## config.mk

```make
export PLATFORM = sky130hd
export DESIGN_NAME = dump_readout
export DESIGN_NICKNAME = d
export VERILOG_FILES = /design/src/rtl/cdr_pkg.sv /design/src/rtl/cdr_regport.sv /design/src/rtl/cdr_ctrl.sv /design/src/rtl/cdr_snapshot.sv /design/src/rtl/dump_readout.sv
export SDC_FILE = /design/constraint.sdc
export NUM_CORES = 1
export LEC_CHECK = 0
export ABC_AREA = 1
export BUFFER_PORTS_ARGS = -buffer_cell sky130_fd_sc_hd__clkbuf_2
export CAP_MARGIN = 10
export CORE_ASPECT_RATIO = 0.6
export CORE_MARGIN = 2
export CORE_UTILIZATION = 27
export CTS_CLUSTER_DIAMETER = 120
export DETAILED_ROUTE_END_ITERATION = 16
export HOLD_SLACK_MARGIN = 0.06
export PLACE_DENSITY = 0.44
export SLEW_MARGIN = 20
export SYNTH_ARGS = -nofsm -noshare
export SYNTH_HDL_FRONTEND = slang
export SYNTH_SLANG_ARGS = --single-unit
```

## constraint.sdc

```tcl
create_clock -name clk -period 1.75 [get_ports clk]
set_input_delay 0.175 -clock clk [delete_from_list [all_inputs] [get_ports clk]]
set_output_delay 0.175 -clock clk [all_outputs]
set_load 0.03 [all_outputs]
```

## src/rtl/cdr_pkg.sv

```systemverilog
package cdr_pkg;
  localparam int REG_W = 32;

  typedef enum logic [1:0] {
    SEL_LOCK  = 2'd0,
    SEL_CTRL  = 2'd1,
    SEL_ATTR  = 2'd2,
    SEL_VALUE = 2'd3
  } reg_sel_e;

  localparam int CTRL_EN_BIT  = 0;
  localparam int CTRL_IDX_LSB = 4;
endpackage

```

## src/rtl/cdr_regport.sv

```systemverilog
module cdr_regport
  import cdr_pkg::*;
(
  input  logic             clk,
  input  logic             rst_n,
  input  logic             req_valid,
  input  logic             req_write,
  input  logic [REG_W-1:0] rd_value,
  input  logic             rsp_ready,
  output logic             req_ready,
  output logic             req_fire,
  output logic             rsp_valid,
  output logic [REG_W-1:0] rsp_rdata
);
  assign req_ready = !rsp_valid || rsp_ready;
  assign req_fire  = req_valid && req_ready;

  always_ff @(posedge clk or negedge rst_n) begin
    if (!rst_n) begin
      rsp_valid <= 1'b0;
      rsp_rdata <= '0;
    end else if (req_fire) begin
      rsp_valid <= 1'b1;
      rsp_rdata <= req_write ? '0 : rd_value;
    end else if (rsp_ready) begin
      rsp_valid <= 1'b0;
    end
  end
endmodule

```

## src/rtl/cdr_ctrl.sv

```systemverilog
module cdr_ctrl
  import cdr_pkg::*;
#(
  parameter int IDX_W = 4
) (
  input  logic             clk,
  input  logic             rst_n,
  input  logic             sys_rst_i,
  input  logic             wr_lock,
  input  logic             wr_ctrl,
  input  logic [REG_W-1:0] wdata,
  output logic             lock_q,
  output logic             cap_en,
  output logic [IDX_W-1:0] rd_idx
);
  logic ctrl_open;
  assign ctrl_open = wr_ctrl && lock_q;

  always_ff @(posedge clk or negedge rst_n) begin
    if (!rst_n) begin
      lock_q <= 1'b1;
    end else if (wr_lock) begin
      lock_q <= lock_q & wdata[0];
    end
  end

  always_ff @(posedge clk or negedge rst_n) begin
    if (!rst_n) begin
      cap_en <= 1'b0;
    end else if (sys_rst_i) begin
      cap_en <= 1'b0;
    end else if (ctrl_open) begin
      cap_en <= wdata[CTRL_EN_BIT];
    end
  end

  always_ff @(posedge clk or negedge rst_n) begin
    if (!rst_n) begin
      rd_idx <= '0;
    end else if (ctrl_open) begin
      rd_idx <= wdata[CTRL_IDX_LSB +: IDX_W];
    end
  end
endmodule

```

## src/rtl/cdr_snapshot.sv

```systemverilog
module cdr_snapshot
  import cdr_pkg::*;
#(
  parameter int NWORDS = 6,
  parameter int IDX_W  = 4
) (
  input  logic                    clk,
  input  logic                    rst_n,
  input  logic                    capture,
  input  logic [NWORDS*REG_W-1:0] dump_i,
  input  logic [IDX_W-1:0]        rd_idx,
  output logic [REG_W-1:0]        rd_word,
  output logic [NWORDS*REG_W-1:0] snap_flat
);
  localparam logic [IDX_W:0] LIMIT = (IDX_W+1)'(NWORDS);

  logic [REG_W-1:0] word_q [NWORDS];

  for (genvar w = 0; w < NWORDS; w++) begin : g_word
    always_ff @(posedge clk or negedge rst_n) begin
      if (!rst_n) begin
        word_q[w] <= '0;
      end else if (capture) begin
        word_q[w] <= dump_i[w*REG_W +: REG_W];
      end
    end
    assign snap_flat[w*REG_W +: REG_W] = word_q[w];
  end

  always_comb begin
    rd_word = '0;
    if ({1'b0, rd_idx} < LIMIT) begin
      for (int w = 0; w < NWORDS; w++) begin
        if (rd_idx == IDX_W'(w)) rd_word = word_q[w];
      end
    end
  end
endmodule

```

## src/rtl/dump_readout.sv

```systemverilog
module dump_readout
  import cdr_pkg::*;
#(
  parameter int NWORDS = 6,
  parameter int IDX_W  = 4
) (
  input  logic                    clk,
  input  logic                    rst_n,
  input  logic                    sys_rst_i,
  input  logic [NWORDS*REG_W-1:0] dump_i,
  input  logic                    req_valid,
  output logic                    req_ready,
  input  logic                    req_write,
  input  logic [3:0]              req_addr,
  input  logic [REG_W-1:0]        req_wdata,
  output logic                    rsp_valid,
  input  logic                    rsp_ready,
  output logic [REG_W-1:0]        rsp_rdata
);
  reg_sel_e                sel;
  logic                    req_fire;
  logic                    lock_q;
  logic                    cap_en;
  logic [IDX_W-1:0]        rd_idx;
  logic [REG_W-1:0]        rd_word;
  logic [REG_W-1:0]        rd_value;
  logic [NWORDS*REG_W-1:0] snap_flat;
  logic                    wr_fire;

  assign sel     = reg_sel_e'(req_addr[3:2]);
  assign wr_fire = req_fire && req_write;

  cdr_regport u_port (
    .clk       (clk),
    .rst_n     (rst_n),
    .req_valid (req_valid),
    .req_write (req_write),
    .rd_value  (rd_value),
    .rsp_ready (rsp_ready),
    .req_ready (req_ready),
    .req_fire  (req_fire),
    .rsp_valid (rsp_valid),
    .rsp_rdata (rsp_rdata)
  );

  cdr_ctrl #(.IDX_W(IDX_W)) u_ctrl (
    .clk       (clk),
    .rst_n     (rst_n),
    .sys_rst_i (sys_rst_i),
    .wr_lock   (wr_fire && sel == SEL_LOCK),
    .wr_ctrl   (wr_fire && sel == SEL_CTRL),
    .wdata     (req_wdata),
    .lock_q    (lock_q),
    .cap_en    (cap_en),
    .rd_idx    (rd_idx)
  );

  cdr_snapshot #(.NWORDS(NWORDS), .IDX_W(IDX_W)) u_snap (
    .clk       (clk),
    .rst_n     (rst_n),
    .capture   (sys_rst_i && cap_en),
    .dump_i    (dump_i),
    .rd_idx    (rd_idx),
    .rd_word   (rd_word),
    .snap_flat (snap_flat)
  );

  always_comb begin
    rd_value = '0;
    unique case (sel)
      SEL_LOCK:  rd_value[0] = lock_q;
      SEL_CTRL: begin
        rd_value[CTRL_EN_BIT] = cap_en;
        rd_value[CTRL_IDX_LSB +: IDX_W] = rd_idx;
      end
      SEL_ATTR:  rd_value[IDX_W-1:0] = IDX_W'(NWORDS);
      SEL_VALUE: rd_value = rd_word;
      default:   rd_value = '0;
    endcase
  end
endmodule

```

=== Word-level counts from Yosys, hierarchy flattened ===
Index checks and enable logic that the tools add are counted.

* Register bits after elaboration: 231
* Input port bits: 234

* Equal/unequal tests: 8
* Reduce and logical (&&, ||, !) cells: 12
* Bitwise gates (word level): 1
* Muxes and demuxes: 16
* Order comparisons: 1

{| class="wikitable"
|+ Operator list
! kind !! number
|-
| 2-to-1 mux 32 bit || 8
|-
| 2-to-1 mux 24 bit || 1
|-
| == test 4 x 2 -> 1 bit (second input constant) || 2
|-
| == test 4 x 3 -> 1 bit (second input constant) || 2
|-
| one-hot mux 4 bit (2 select lines) || 1
|-
| logical AND 1 bit || 6
|-
| one-hot mux 3 bit (2 select lines) || 1
|-
| == test 2 bit (second input constant) || 2
|-
| == test 4 x 1 -> 1 bit (second input constant) || 1
|-
| logical NOT 4 bit || 1
|-
| less-than comparator 4 x 3 -> 1 bit (second input constant) || 1
|-
| 2-to-1 mux 1 bit || 4
|-
| one-hot mux 1 bit (4 select lines) || 1
|-
| nonzero test 2 bit || 2
|-
| == test 2 x 1 -> 1 bit (second input constant) || 1
|-
| logical NOT 2 bit || 1
|-
| AND 1 bit || 1
|-
| logical NOT 1 bit || 1
|-
| logical OR 1 bit || 1
|}

=== Logic depth before layout (Yosys ltp) ===
* Word-level depth: 10
* Depth in mapped cells: 13
* Mapped depth without buffers: 11

=== Cells and area by module ===
From an unflattened synthesis, not the netlist that was laid out.

* Cells, all modules: 1191
* Area total of the unflattened synthesis: 11240.8 um2

{| class="wikitable"
|+ By module, submodules not included
! module !! times used !! cells an instance !! sequential area each (um2) !! area each (um2)
|-
| cdr_snapshot || 1 || 869 || 4804.6 || 9053.7
|-
| cdr_regport || 1 || 211 || 825.8 || 1594.0
|-
| dump_readout || 1 || 84 || 0.0 || 347.8
|-
| cdr_ctrl || 1 || 27 || 151.4 || 245.2
|}

=== Worst setup path before layout ===
No wires, ideal clock.

* Kind: reg2reg
* From: reg u_port.rsp_valid
* To: reg u_port.rsp_rdata[11]
* Slack: -13 ps
* Arrival time: 1697 ps
* Period minus slack after synthesis: 1763 ps
* Cell stages (with the launch flop): 9
* Setup time: 66 ps
* Path buffers: 1
* Data required time: 1684 ps
* Cell sequence: dfrtp_1 nand2_1 nand2_2 nor2_4 nand3_1 buf_2 nor2_1 nand2_1 nand2_1

* Longest elaborated chain between the ends: 3

{| class="wikitable"
|+ RTL lines
! item !! RTL line !! RTL
|-
| from (decl) || cdr_regport.sv:12 || <nowiki>output logic rsp_valid,</nowiki>
|-
| from (signal assigned) || cdr_regport.sv:20 || <nowiki>rsp_valid <= 1'b0;</nowiki>
|-
| from (signal assigned) || cdr_regport.sv:23 || <nowiki>rsp_valid <= 1'b1;</nowiki>
|-
| from (signal assigned) || cdr_regport.sv:26 || <nowiki>rsp_valid <= 1'b0;</nowiki>
|-
| logical NOT 1 bit || cdr_regport.sv:15 || <nowiki>assign req_ready = !rsp_valid || rsp_ready;</nowiki>
|-
| logical OR 1 bit || cdr_regport.sv:15 ||
|-
| via req_ready || dump_readout.sv:12 || <nowiki>output logic req_ready,</nowiki>
|-
| logical AND 1 bit || cdr_regport.sv:16 || <nowiki>assign req_fire = req_valid && req_ready;</nowiki>
|-
| to (signal assigned) || cdr_regport.sv:24 || <nowiki>rsp_rdata <= req_write ? '0 : rd_value;</nowiki>
|-
| to (decl) || cdr_regport.sv:13 || <nowiki>output logic [REG_W-1:0] rsp_rdata</nowiki>
|}

The timed path passes the listed nets, and every way through them passes these cells.
A chain may end at the register's enable or synchronous reset.

=== Worst setup path after layout ===
* From: reg u_ctrl.rd_idx[3]
* To: reg u_port.rsp_rdata[1]

* Longest elaborated chain between the ends: 10

{| class="wikitable"
|+ RTL lines
! item !! RTL line !! RTL
|-
| from (decl) || cdr_ctrl.sv:14 || <nowiki>output logic [IDX_W-1:0] rd_idx</nowiki>
|-
| from (signal assigned) || cdr_ctrl.sv:41 || <nowiki>rd_idx <= wdata[CTRL_IDX_LSB +: IDX_W];</nowiki>
|-
| logical NOT 4 bit || cdr_snapshot.sv:34 || <nowiki>if (rd_idx == IDX_W'(w)) rd_word = word_q[w];</nowiki>
|-
| 2-to-1 mux 32 bit (6 in a row) || cdr_snapshot.sv:34 ||
|-
| 2-to-1 mux 32 bit * || cdr_snapshot.sv:32 || <nowiki>if ({1'b0, rd_idx} < LIMIT) begin</nowiki>
|-
| one-hot mux 3 bit (2 select lines) * || dump_readout.sv:70 || <nowiki>unique case (sel)</nowiki>
|-
| 2-to-1 mux 32 bit * || cdr_regport.sv:24 ||
|}

Every way passes the cells marked *; elsewhere a longest branch is shown, timed or not.

==> qor.txt <==
clock share of power - 0.297
initial antenna violation count - 1
maximum fanout along the worst path - 15
combinational power share - 0.292
Nets - 1726
Antenna Cells - 0
syn nets - 1247
Worst Skew - 8.06 ps
post-synth cell types - 27
Critical Path Start - u_ctrl.rd_idx[3]$_DFFE_PN0P_
critical path arrival - 2030 ps
Crit. End Element - flop
Static Leak - 7.96 nW
row cnt - 55
Max-cap violations - 0
min cycle time layout - 1610 ps
largest net degree at the start of global routing - 67
Die Ht - 156 um
critical path class - reg -> reg
internal cell power - 12.4 mW
reg-to-reg startpoint - u_ctrl.rd_idx[3]$_DFFE_PN0P_
Clk Latency, worst-skew pair - 530 ps
CTS max path bufs - 3
reg2reg setup slack - 140 ps
most frequent CP cell - nand2_1
Worst-Margin Slew - 505 ps
H-tree depth - 1
fillers - 3812
synth top area cells - dfrtp_1 56%, mux2_2 18%, nand2_1 7.9%
Worst Path Buf+Inv - 3
Ports - 268
initial core utilization - 0.274
TritonCTS clock tree - done
NetSw - 5.68 mW
area grow syn2layout - 49.9%
Core Area - 37700 um^2
number of nets with antenna violations after routing - 0
critical path depth - 10
clk sink count - 231
most frequent cells in the layout - 237 x clkbuf_2, 228 x dfrtp_1, 213 x nand2_1
largest area contributor in the netlist - dfrtp_1
RSZ-0062 raised after global routing - false
worst reg2reg path depth - 10
PortBufs - 238
worst hold margin - 117 ps
full die area - 39900 um^2
Hold Fails Final Rpt - 0
root buf cell - clkbuf_16
total CTS buffers - 25
peak supply drop - 0.656 mV
achievable frequency - 621 MHz
Syn. warnings - 0
worst setup path end - u_port.rsp_rdata[1]$_DFFE_PN0P_
number of global-route vias before repair - 9184
Synth Register Bits - 231
largest delay contributor family on the critical path - buffers and inverters
status - finished, final reports clean
WHS Path Cells - 5
worst min path class - in -> reg
Req. time, crit path - 2170 ps
WL/cell - 16.9 um
Final HPWL DP - 23.7 mm
period utilization - 0.920
critical path launch point type - flop
total wire length - 34.2 mm
die width - 257 um
Max stage delay on crit path - 400 ps
RR Endpoint - u_port.rsp_rdata[1]$_DFFE_PN0P_
Iter 0 DRT Violations - 363
sequential element share of the synthesized area - 0.559
Net Sw Frac - 0.313
final setup fails - 0
share of cells above drive strength 1 - 0.357
Synth top area share - 0.557
Vias - 8799
clk slew on worst S/H paths - 60 ps
Initial DRT Pass Iterations - 4
Slew Limit Fails - 0
Avg Inst Size Synth - 10.2 um^2
Netlist Area Pre-Place - 10300 um^2
Mapped Cells - 1013
post-layout util - 0.411
via-per-instance ratio - 4.35
grt total ovfl - 0
CP max stage cell - dfrtp_1
all-layer global routing usage - 0.173
Power Density - 1170 nW/um^2
most common cell after layout, fill and taps aside - clkbuf_2
Slew HR - 0.663
gpl congestion - 0.788
Design Power - 18.1 mW
first-pass GRT wire length - 53.2 mm
worst path cell trace - buf_4 -> nor2_4 -> nand2_4 -> buf_4 -> o21ai_0 -> inv_1 -> nand2_1 -> nand2_1 -> nand2_1 -> nand2_1
share of power burned in registers - 0.411
DRC viols - 0
==> cell usage after synthesis (all sizes together) <==
| library cell | number |
|---|---|
| a211oi | 1 |
| a21oi | 55 |
| a22o | 1 |
| dfstp | 1 |
| mux2 | 169 |
| nand4 | 8 |
| o22ai | 8 |
| clkinv | 3 |
| nor2 | 135 |
| dfrtp | 230 |
| clkbuf | 9 |
| a31oi | 1 |
| nand2 | 225 |
| nand3 | 51 |
| inv | 47 |
| buf | 41 |
| o21ai | 28 |
==> power groups by stage <==
stage	sequential (mW)	clock [mW]	combinational, mW
floorplan	7.39	0	2.87
global placement	7.49	0	4.86
detailed placement	7.53	0	4.92
CTS	7.44	5.60	5.37
global route	7.61	5.84	5.90
finish	7.44	5.39	5.29
==> layout make-up <==
type                    instances  area (um^2)  share of cell area
clock buffers                  35          723              0.0467
clock inverters                 8         92.6             0.00597
inverters                      50          190              0.0123
multi-input cells             682         4160               0.268
flip-flops and latches        231         5780               0.373
well taps                     513          642              0.0414
repair buffers                502         3910               0.252
==> sequential cells by signal (all words and copies together) (netlist names) <==
name and cells:
u_ctrl.rd_idx 4, u_ctrl.lock_q 1, u_ctrl.cap_en 1, u_port.rsp_rdata 32
u_snap.snap_flat 192, u_port.rsp_valid 1
==> kinds of logic after synthesis <==
group | Yosys count | share of synthesized area
AND/OR/NAND/NOR | 419 | 0.167
AO/OA/AOI/OAI | 94 | 0.0472
buffers and inverters | 100 | 0.0425
flip-flops | 231 | 0.559
multiplexers | 169 | 0.184
==> tightest hold or removal path, stage by stage <==
cell	delay (ps)
clkbuf_2	130
nor2_4	50
buf_4	150
nand2_1	60
nand2_1	40
==> worst min-delay path by stage <==
| stage | startpoint | end | slack, ps |
|---|---|---|---|
| floorplan | rst_n | u_ctrl.cap_en$_DFFE_PN0P_ | -120 |
| global placement | rst_n | u_snap.snap_flat[5]$_DFFE_PN0P_ | 160 |
| detailed placement | rst_n | u_snap.snap_flat[6]$_DFFE_PN0P_ | 160 |
| CTS | req_write | u_port.rsp_rdata[7]$_DFFE_PN0P_ | 90 |
| global route | req_write | u_port.rsp_rdata[2]$_DFFE_PN0P_ | 130 |
| finish | req_write | u_port.rsp_rdata[7]$_DFFE_PN0P_ | 120 |
==> what timing repair did <==
action / 4_1_cts / 5_1_grt
pin swaps: 1 / 2
gates resized for setup: 1 / 12
setup buffers: 4 / 1
hold buffers: 202 / 0
hold endpoints to repair: 431 / 0
setup endpoints to repair: 2 / 26
==> per-stage QoR <==
step | instance area [um^2] | TNS [ps] | instances | setup WS, ps
after global routing | 15500 | 0 | 2021 | 4.39
after global placement | 12600 | 0 | 1771 | 51.6
after CTS | 15500 | 0 | 2020 | 16.0
after detailed placement | 12600 | -11.6 | 1771 | -11.6
final | 15500 | 0 | 2021 | 140
after floorplan | 10300 | 0 | 1013 | 113
==> layer usage <==
layer,track usage,vias up,wire length (um)
met5,0,-,16
met4,0.0379,2,754
met3,0.0309,48,1340
met2,0.293,188,16300
met1,0.231,4260,15800
li1,-,4301,-
Note: power is estimated with default switching activity, not from simulation.
